File: config.mk
export PLATFORM = sky130hd
export DESIGN_NAME = spi_aux_master
export DESIGN_NICKNAME = d
export VERILOG_FILES = /design/src/rtl/spi_aux_pkg.sv /design/src/rtl/spi_aux_regs.sv /design/src/rtl/spi_aux_timer.sv /design/src/rtl/spi_aux_shifter.sv /design/src/rtl/spi_aux_master.sv
export SDC_FILE = /design/constraint.sdc
export NUM_CORES = 1
export LEC_CHECK = 0
export BUFFER_PORTS_ARGS = -buffer_cell sky130_fd_sc_hd__clkbuf_2
export CORE_MARGIN = 2
export CORE_UTILIZATION = 32
export DETAILED_ROUTE_END_ITERATION = 16
export PLACE_DENSITY = 0.58
export SKIP_LAST_GASP = 1
export SLEW_MARGIN = 10
export SYNTH_ARGS = -nofsm -noshare
export SYNTH_HDL_FRONTEND = slang
export SYNTH_SLANG_ARGS = --single-unit
File: constraint.sdc
create_clock -name clk_i -period 3.48 [get_ports clk_i]
set_clock_uncertainty 0.2 [all_clocks]
set_input_delay 0.522 -clock clk_i [delete_from_list [all_inputs] [get_ports clk_i]]
set_output_delay 0.522 -clock clk_i [all_outputs]
set_load 0.02 [all_outputs]
File: src/rtl/spi_aux_pkg.sv
package spi_aux_pkg;
  localparam int unsigned HOLD_BIT = 6;
  localparam int unsigned BUSY_BIT = 7;
  localparam int unsigned MODE_BIT = 13;
  localparam int unsigned IE_BIT   = 14;
  localparam int unsigned EN_BIT   = 15;

  typedef struct packed {
    logic       en;
    logic       ie;
    logic       mode;
    logic       hold;
    logic [1:0] code;
  } aux_cfg_t;

  function automatic int unsigned byte_cycles(int unsigned hz, int unsigned code);
    return hz >> (19 - code);
  endfunction
endpackage

File: src/rtl/spi_aux_regs.sv
module spi_aux_regs
  import spi_aux_pkg::*;
(
  input  logic        clk_i,
  input  logic        rst_ni,
  input  logic        we_i,
  input  logic [15:0] wdata_i,
  output aux_cfg_t    cfg_o,
  output logic        cmd_clr_o
);
  aux_cfg_t cfg_q;
  logic     clr_q;
  logic     unused_bits;

  assign unused_bits = ^{wdata_i[12:7], wdata_i[5:2]};

  always_ff @(posedge clk_i or negedge rst_ni) begin
    if (!rst_ni) begin
      cfg_q <= '0;
      clr_q <= 1'b0;
    end else begin
      clr_q <= we_i & wdata_i[MODE_BIT] & ~cfg_q.hold;
      if (we_i) begin
        cfg_q <= '{en:   wdata_i[EN_BIT],
                   ie:   wdata_i[IE_BIT],
                   mode: wdata_i[MODE_BIT],
                   hold: wdata_i[HOLD_BIT],
                   code: wdata_i[1:0]};
      end
    end
  end

  assign cfg_o     = cfg_q;
  assign cmd_clr_o = clr_q;
endmodule

File: src/rtl/spi_aux_timer.sv
module spi_aux_timer
  import spi_aux_pkg::*;
#(
  parameter int unsigned BASE_HZ = 33_513_982,
  parameter int unsigned CNT_W   = 9
) (
  input  logic             clk_i,
  input  logic             rst_ni,
  input  logic             start_i,
  input  logic [1:0]       code_i,
  output logic [CNT_W-1:0] half_o,
  output logic             busy_o,
  output logic             done_o
);
  logic [CNT_W-1:0] dur_tbl [4];
  logic [CNT_W-1:0] cnt_q;

  for (genvar g = 0; g < 4; g++) begin : g_dur
    assign dur_tbl[g] = CNT_W'(byte_cycles(BASE_HZ, g));
  end

  // sixteen half-periods always fit inside one byte slot
  assign half_o = dur_tbl[code_i] >> 4;

  always_ff @(posedge clk_i or negedge rst_ni) begin
    if (!rst_ni)               cnt_q <= '0;
    else if (start_i)          cnt_q <= dur_tbl[code_i];
    else if (cnt_q != '0)      cnt_q <= cnt_q - 1'b1;
  end

  assign busy_o = (cnt_q != '0);
  assign done_o = (cnt_q == CNT_W'(1)) & ~start_i;
endmodule

File: src/rtl/spi_aux_shifter.sv
module spi_aux_shifter #(
  parameter int unsigned CNT_W = 9
) (
  input  logic             clk_i,
  input  logic             rst_ni,
  input  logic             start_i,
  input  logic [7:0]       wdata_i,
  input  logic [CNT_W-1:0] half_i,
  input  logic             miso_i,
  output logic             sclk_o,
  output logic             mosi_o,
  output logic [7:0]       rx_o
);
  localparam logic [4:0] EDGES = 5'd16;

  logic [7:0]       sh_q, rx_q;
  logic             sclk_q;
  logic [CNT_W-1:0] ph_q, half_q;
  logic [4:0]       ecnt_q;

  always_ff @(posedge clk_i or negedge rst_ni) begin
    if (!rst_ni) begin
      sh_q   <= '0;
      rx_q   <= '0;
      sclk_q <= 1'b0;
      ph_q   <= '0;
      half_q <= '0;
      ecnt_q <= EDGES;
    end else if (start_i) begin
      sh_q   <= wdata_i;
      rx_q   <= '0;
      sclk_q <= 1'b0;
      ph_q   <= half_i;
      half_q <= half_i;
      ecnt_q <= '0;
    end else if (ecnt_q != EDGES) begin
      if (ph_q <= CNT_W'(1)) begin
        sclk_q <= ~sclk_q;
        ph_q   <= half_q;
        ecnt_q <= ecnt_q + 5'd1;
        if (!sclk_q) rx_q <= {rx_q[6:0], miso_i};
        else         sh_q <= {sh_q[6:0], 1'b0};
      end else begin
        ph_q <= ph_q - 1'b1;
      end
    end
  end

  assign sclk_o = sclk_q;
  assign mosi_o = sh_q[7];
  assign rx_o   = rx_q;
endmodule

File: src/rtl/spi_aux_master.sv
module spi_aux_master
  import spi_aux_pkg::*;
#(
  parameter int unsigned BASE_HZ = 33_513_982
) (
  input  logic        clk_i,
  input  logic        rst_ni,
  input  logic        ctrl_we_i,
  input  logic [15:0] ctrl_wdata_i,
  input  logic        data_we_i,
  input  logic [7:0]  data_wdata_i,
  output logic [15:0] ctrl_o,
  output logic [7:0]  data_o,
  output logic        irq_o,
  output logic        cmd_clr_o,
  output logic        sclk_o,
  output logic        mosi_o,
  input  logic        miso_i,
  output logic        cs_no
);
  localparam int unsigned MAX_DUR = byte_cycles(BASE_HZ, 3);
  localparam int unsigned CNT_W   = $clog2(MAX_DUR + 1);

  aux_cfg_t         cfg;
  logic             start, busy, done;
  logic [CNT_W-1:0] half;
  logic [7:0]       rx, data_q;
  logic             irq_q, cs_n_q;

  assign start = data_we_i & cfg.mode & cfg.en;

  spi_aux_regs u_regs (
    .clk_i, .rst_ni,
    .we_i      (ctrl_we_i),
    .wdata_i   (ctrl_wdata_i),
    .cfg_o     (cfg),
    .cmd_clr_o (cmd_clr_o)
  );

  spi_aux_timer #(.BASE_HZ(BASE_HZ), .CNT_W(CNT_W)) u_timer (
    .clk_i, .rst_ni,
    .start_i (start),
    .code_i  (cfg.code),
    .half_o  (half),
    .busy_o  (busy),
    .done_o  (done)
  );

  spi_aux_shifter #(.CNT_W(CNT_W)) u_shift (
    .clk_i, .rst_ni,
    .start_i (start),
    .wdata_i (data_wdata_i),
    .half_i  (half),
    .miso_i  (miso_i),
    .sclk_o  (sclk_o),
    .mosi_o  (mosi_o),
    .rx_o    (rx)
  );

  always_ff @(posedge clk_i or negedge rst_ni) begin
    if (!rst_ni) begin
      data_q <= '0;
      irq_q  <= 1'b0;
      cs_n_q <= 1'b1;
    end else begin
      irq_q <= done & cfg.ie;
      if (start)     data_q <= data_wdata_i;
      else if (done) data_q <= rx;
      if (start)                                            cs_n_q <= 1'b0;
      else if (done & ~cfg.hold)                            cs_n_q <= 1'b1;
      else if (ctrl_we_i & ~ctrl_wdata_i[HOLD_BIT] & ~busy) cs_n_q <= 1'b1;
    end
  end

  assign ctrl_o = {cfg.en, cfg.ie, cfg.mode, 5'b0, busy, cfg.hold, 4'b0, cfg.code};
  assign data_o = data_q;
  assign irq_o  = irq_q;
  assign cs_no  = cs_n_q;
endmodule

======== After elaboration in Yosys (flattened, before gate mapping) ========
Cells that the tools add are included.
word-level totals
  register bits after elaboration ......... 62
  latch bits .............................. 0
  bits in writable memories ............... 0
  bits in read-only memories .............. 0
  output and inout port bits .............. 29
  logic and storage cells ................. 76
  memories ................................ 0
operators by class
  add/subtract/negate cells ............... 3
  multipliers ............................. 0
  div/mod/pow operators ................... 0
  magnitude comparators ................... 2
  eq/ne operators ......................... 3
  shift-type cells ........................ 0
  muxes and demuxes ....................... 27
  bitwise operators ....................... 15
  reduce and logical (&&, ||, !) cells .... 10
operators by type and width
  kind                                                             count
  two-way mux 8 bit                                                10
  two-way mux 9 bit                                                7
  binary-select mux 9 bit (select 2 bit)                           1
  subtractor 9 x 1 -> 9 bit (second input constant)                2
  two-way mux 5 bit                                                3
  nonzero test 2 bit                                               5
  AND 1 bit                                                        9
  == test 9 x 1 -> 1 bit (second input constant)                   1
  less-or-equal comparator 9 x 1 -> 1 bit (second input constant)  1
  nonzero test 9 bit                                               1
  two-way mux 1 bit                                                6
  AND reduction 3 bit                                              2
  adder 5 x 1 -> 5 bit (second input constant)                     1
  != test 5 bit (second input constant)                            1
  NOT 1 bit                                                        5
  >= comparator 3 bit (second input constant)                      1
  NOT 2 -> 3 bit                                                   1
  nonzero test 3 bit                                               1
  != test 2 bit (second input constant)                            1
  AND reduction 2 bit                                              1

======== Depth between registers and ports, before layout ========
  depth after elaboration ................. 7
  gate-level depth with buffers ........... 8

======== Cells and area by module ========
Synthesis repeated with hierarchy kept, for this count alone.
second synthesis, totals
  cell total of the unflattened synthesis .. 332
  area, all modules ....................... 3,584.7 µm²
modules (own cells, without submodules)
  module           instances  cells each  area an instance (µm²)  sequential area each (µm²)
  spi_aux_shifter  1          198         2,092.0                 1,002.2
  spi_aux_master   1          56          618.1                   251.5
  spi_aux_timer    1          63          588.1                   225.2
  spi_aux_regs     1          15          286.5                   175.2

======== Worst setup path after synthesis ========
No wires, ideal clock.
  path kind ............................... flip-flop to flip-flop
  start point ............................. reg u_shift.ph_q[5]
  end point ............................... reg u_shift.sh_q[1]
  arrival ................................. 2.130 ns
  data required time ...................... 3.155 ns
  slack ................................... 1.026 ns
  stages on the path, launching flop included .. 6
  clock period less this slack ............ 2.454 ns
  cells stage by stage .................... dfrtp_1 or4_4 or3_1 buf_2 o21ai_2 mux2_2
between the ends
  cells in the longest elaborated chain, start to end .. 3
RTL lines
  what                                     line                   text
  from (decl)                              spi_aux_shifter.sv:18  logic [CNT_W-1:0] ph_q, half_q;
  from (signal assigned)                   spi_aux_shifter.sv:33  ph_q <= half_i;
  from (signal assigned)                   spi_aux_shifter.sv:39  ph_q <= half_q;
  from (signal assigned)                   spi_aux_shifter.sv:44  ph_q <= ph_q - 1'b1;
  less-or-equal comparator 9 x 1 -> 1 bit  spi_aux_shifter.sv:37  if (ph_q <= CNT_W'(1)) begin
  nonzero test 2 bit (no source line)      n/a
  AND reduction 3 bit (no source line)     n/a
  to (signal assigned)                     spi_aux_shifter.sv:30  sh_q <= wdata_i;
  to (signal assigned)                     spi_aux_shifter.sv:42  else sh_q <= {sh_q[6:0], 1'b0};
  to (decl)                                spi_aux_shifter.sv:16  logic [7:0] sh_q, rx_q;
Every way passes these cells.
A chain may end at the register's enable or synchronous reset.

======== Final worst setup path ========
  start point ............................. reg u_timer.cnt_q[0]
  end point ............................... out ctrl_o[7]
between the ends
  cells in the longest elaborated chain, start to end .. 1
RTL lines
  what                    line                  text
  from (decl)             spi_aux_timer.sv:16   logic [CNT_W-1:0] cnt_q;
  from (signal assigned)  spi_aux_timer.sv:27   else if (start_i) cnt_q <= dur_tbl[code_i];
  from (signal assigned)  spi_aux_timer.sv:28   else if (cnt_q != '0) cnt_q <= cnt_q - 1'b1;
  nonzero test 9 bit      spi_aux_timer.sv:31   assign busy_o = (cnt_q != '0);
  to (decl)               spi_aux_master.sv:12  output logic [15:0] ctrl_o,
Every way passes these cells.

==> out/metrics.csv <==
metric,value,unit
finalSetupViolations,0,
met2_usage,22.52,%
cts_max_path_buffers,2,
grt_usage,13.55,%
maxSlewHeadroom,40.51,%
reg2reg_to,u_shift.sh_q[6],
vias,2279,
yosysSeqAreaShare,50.54,%
reg2reg_from,u_shift.ph_q[5],
core,9196,um2
nNetsFinal,373,
critPathKind,reg -> out,
synth_xor_area_share,3.184,%
cts_made_buffers,9,
yosys_warnings,0,
dpl_cell_area,3297,um2
slew_violations,0,
synth_area_leader_cell,dfrtp_1,
p_leak,0.001586,uW
fp.dieH,101.2,um
synth.ff_latch_count,61,
rows,35,
yosys.cell_types.count,46,
post_cts_buffers,0,
hold_class,in -> async,
cp_max_fo,7,
drc_errors,0,
regArea,1529,um2
status,completed,
clk_latency,350,ps
power_density,703.6,nW/um2
synth_fa_ha_area_share,2.895,%
endpoint_kind,primary output,
postSynthCellCount,298,
cts_hold_buf,0,
root_buffer,clkbuf_8,
place.port_buffers,38,
synth.avg_cell_area,10.15,um2
synth-async-reset-ratio,100.0,%
synthSimpleGateAreaFrac,17.33,%
diodes,0,
vdd_ir_drop_max,0.0002307,V
rsz0062_at_grt,no,
fin_setup_tns,0,ps
cp.arrival,2080,ps
wl,6358,um
final_hold_viol_count,0,
fin_crit,2800,ps
cts.sinks,61,
fin_area,3502,um2
fillers,930,
htreeDepth,3,
vias_per_cell,5.031,
cts_tree,built,
dieArea,10250,um2
antenna_found_initial,0,
gr-total-overflow,0,
post-route-period-util,80.47,%
reg2reg_depth,4,
grt_pass1_vias,2266,
grt_max_degree,39,
start_util,32.90,%
multi_input_area,1334,um2
dp_cells,437,
grt_pass1_wl,10780,um
dp_hpwl,4482,um
drtIter0Drc,81,
cts.clk_slew.worst_paths,80,ps
synth_top_area_share,48.80,%
synth_compound_area_share,11.08,%
area_growth,15.76,%
ios,58,
met1_usage,16.17,%
total_power,2464,uW
synth_flop_cell,dfrtp_1,
synth.area.mux_share,8.478,%
synth_top_family_by_area,simple AND/OR/NAND/NOR gates,
wl_per_cell,14.04,um
final_core_util,38.08,%
rrSetupSlack,700,ps
fp.dieW,101.2,um
synth_area_leaders,"dfrtp_1, nand2_1, mux2_2, mux2i_1, o211ai_1",
cp.required,2760,ps
cts_resized,0,
fin_cells,453,
gr-usage-met3,2.968,%
maxCapViolCount,0,
start_kind,flip-flop,
busiest_layer,met2,
crit_path_start,u_timer.cnt_q[0],
clock.fmax,0.3571,GHz
gp_congestion,0.7587,
syn-cell-area,3025,um2
drtAntennaViolNets,0,
worstMarginPinSlew,884.9,ps
drive_gt1_share,24.27,%
synth_edf_count,0,
detail_route.first_pass.iterations,5,
layer usage:
layer  vias to the layer above  routed length, um
met2                        30               3204
met3                        12                187
met4                         0                177
met5                         -                  0
met1                      1131               2788
li1                       1106                  -
power by group:
part	leakage [uW]	internal (uW)	switching, uW	total [uW]
Sequential	0.000759	903	175	1080
Clock	0.000101	340	317	657
Combinational	0.000727	335	394	730
Total	0.00159	1580	886	2460
worst max-delay path, stage by stage, from the launching register on:
cell,delay [ps]
dfrtp_1,410
inv_1,120
ha_1,170
nor4b_1,380
and2_1,350
inv_1,120
clkbuf_2,170
cells in the final DEF, fill, tap and decap left out, types with 2 or more instances in the layout:
cell type,count
dfrtp_1,59
nand2_1,46
clkbuf_2,38
nor2_1,15
inv_1,14
o211ai_1,14
nand3_1,13
mux2_2,13
mux2i_1,11
o21ai_0,10
nor3_1,9
conb_1,9
clkbuf_8,9
a21oi_1,8
ha_1,7
buf_4,7
xnor2_1,6
or3_1,5
xor2_1,5
nor4_1,3
inv_6,3
nor4b_1,2
o2111ai_1,2
nand2b_1,2
nand3b_1,2
o31ai_1,2
a31oi_1,2
a311oi_1,2
clkinv_4,2
dfstp_2,2
cell type report:
type,count,area share [%]
sequential,61,43.66
multi-input combinational,206,38.09
timing repair buffer,45,6.931
tap,111,3.966
clock buffer,9,3.537
clock inverter,7,2.322
inverter,14,1.501
kinds of logic (layout without fill, tap and decap cells):
| group | count (synthesis) | after routing |
|---|---|---|
| simple gates | 106 | 106 |
| flops | 61 | 61 |
| compound gates | 49 | 49 |
| buf+inv | 39 | 75 |
| mux | 24 | 24 |
| xor+xnor | 11 | 11 |
| fa+ha+maj | 7 | 7 |
| other cells | 1 | 9 |
how the worst max path moves through the flow:
stage	end	slack [ps]	cells past startpoint
floorplan	u_shift.sh_q[1]	1030	5
global placement	u_shift.sh_q[2]	720	4
detailed placement	u_shift.sh_q[6]	720	4
CTS	ctrl_o[7]	640	6
global route	ctrl_o[7]	490	6
finish	ctrl_o[7]	680	6
through the flow:
stage	setup slack (ps)	hold slack, ps
after global placement	715.2	258.6
after detailed placement	718.6	259.7
after CTS	639.0	50.97
after global routing	489.9	86.99
final	679.7	15.69
after floorplan	1026	26.41
flip-flops by register name (all words and copies together) (netlist names):
name              count
u_shift.ph_q          9
u_timer.cnt_q         9
data_o                8
u_shift.rx_o          8
u_shift.sh_q          8
u_regs.cfg_o          6
u_shift.ecnt_q        5
u_shift.half_q        4
cs_no                 1
irq_o                 1
u_regs.cmd_clr_o      1
u_shift.sclk_o        1
synth_stat cells (2+ instances only):
| library cell | count |
|---|---|
| xor2_1 | 5 |
| inv_1 | 14 |
| or3_1 | 5 |
| buf_4 | 12 |
| o21ai_0 | 10 |
| nor4b_1 | 2 |
| nand3_1 | 13 |
| nand2b_1 | 2 |
| a31oi_1 | 2 |
| mux2_2 | 13 |
| dfstp_2 | 2 |
| xnor2_1 | 6 |
| nor2_1 | 15 |
| o211ai_1 | 14 |
| o2111ai_1 | 2 |
| o31ai_1 | 2 |
| nor3_1 | 9 |
| mux2i_1 | 11 |
| dfrtp_1 | 59 |
| nand2_1 | 46 |
| a311oi_1 | 2 |
| clkbuf_1 | 12 |
| a21oi_1 | 8 |
| ha_1 | 7 |
| nor4_1 | 3 |
| nand3b_1 | 2 |
(Power assumes the default switching activity.)
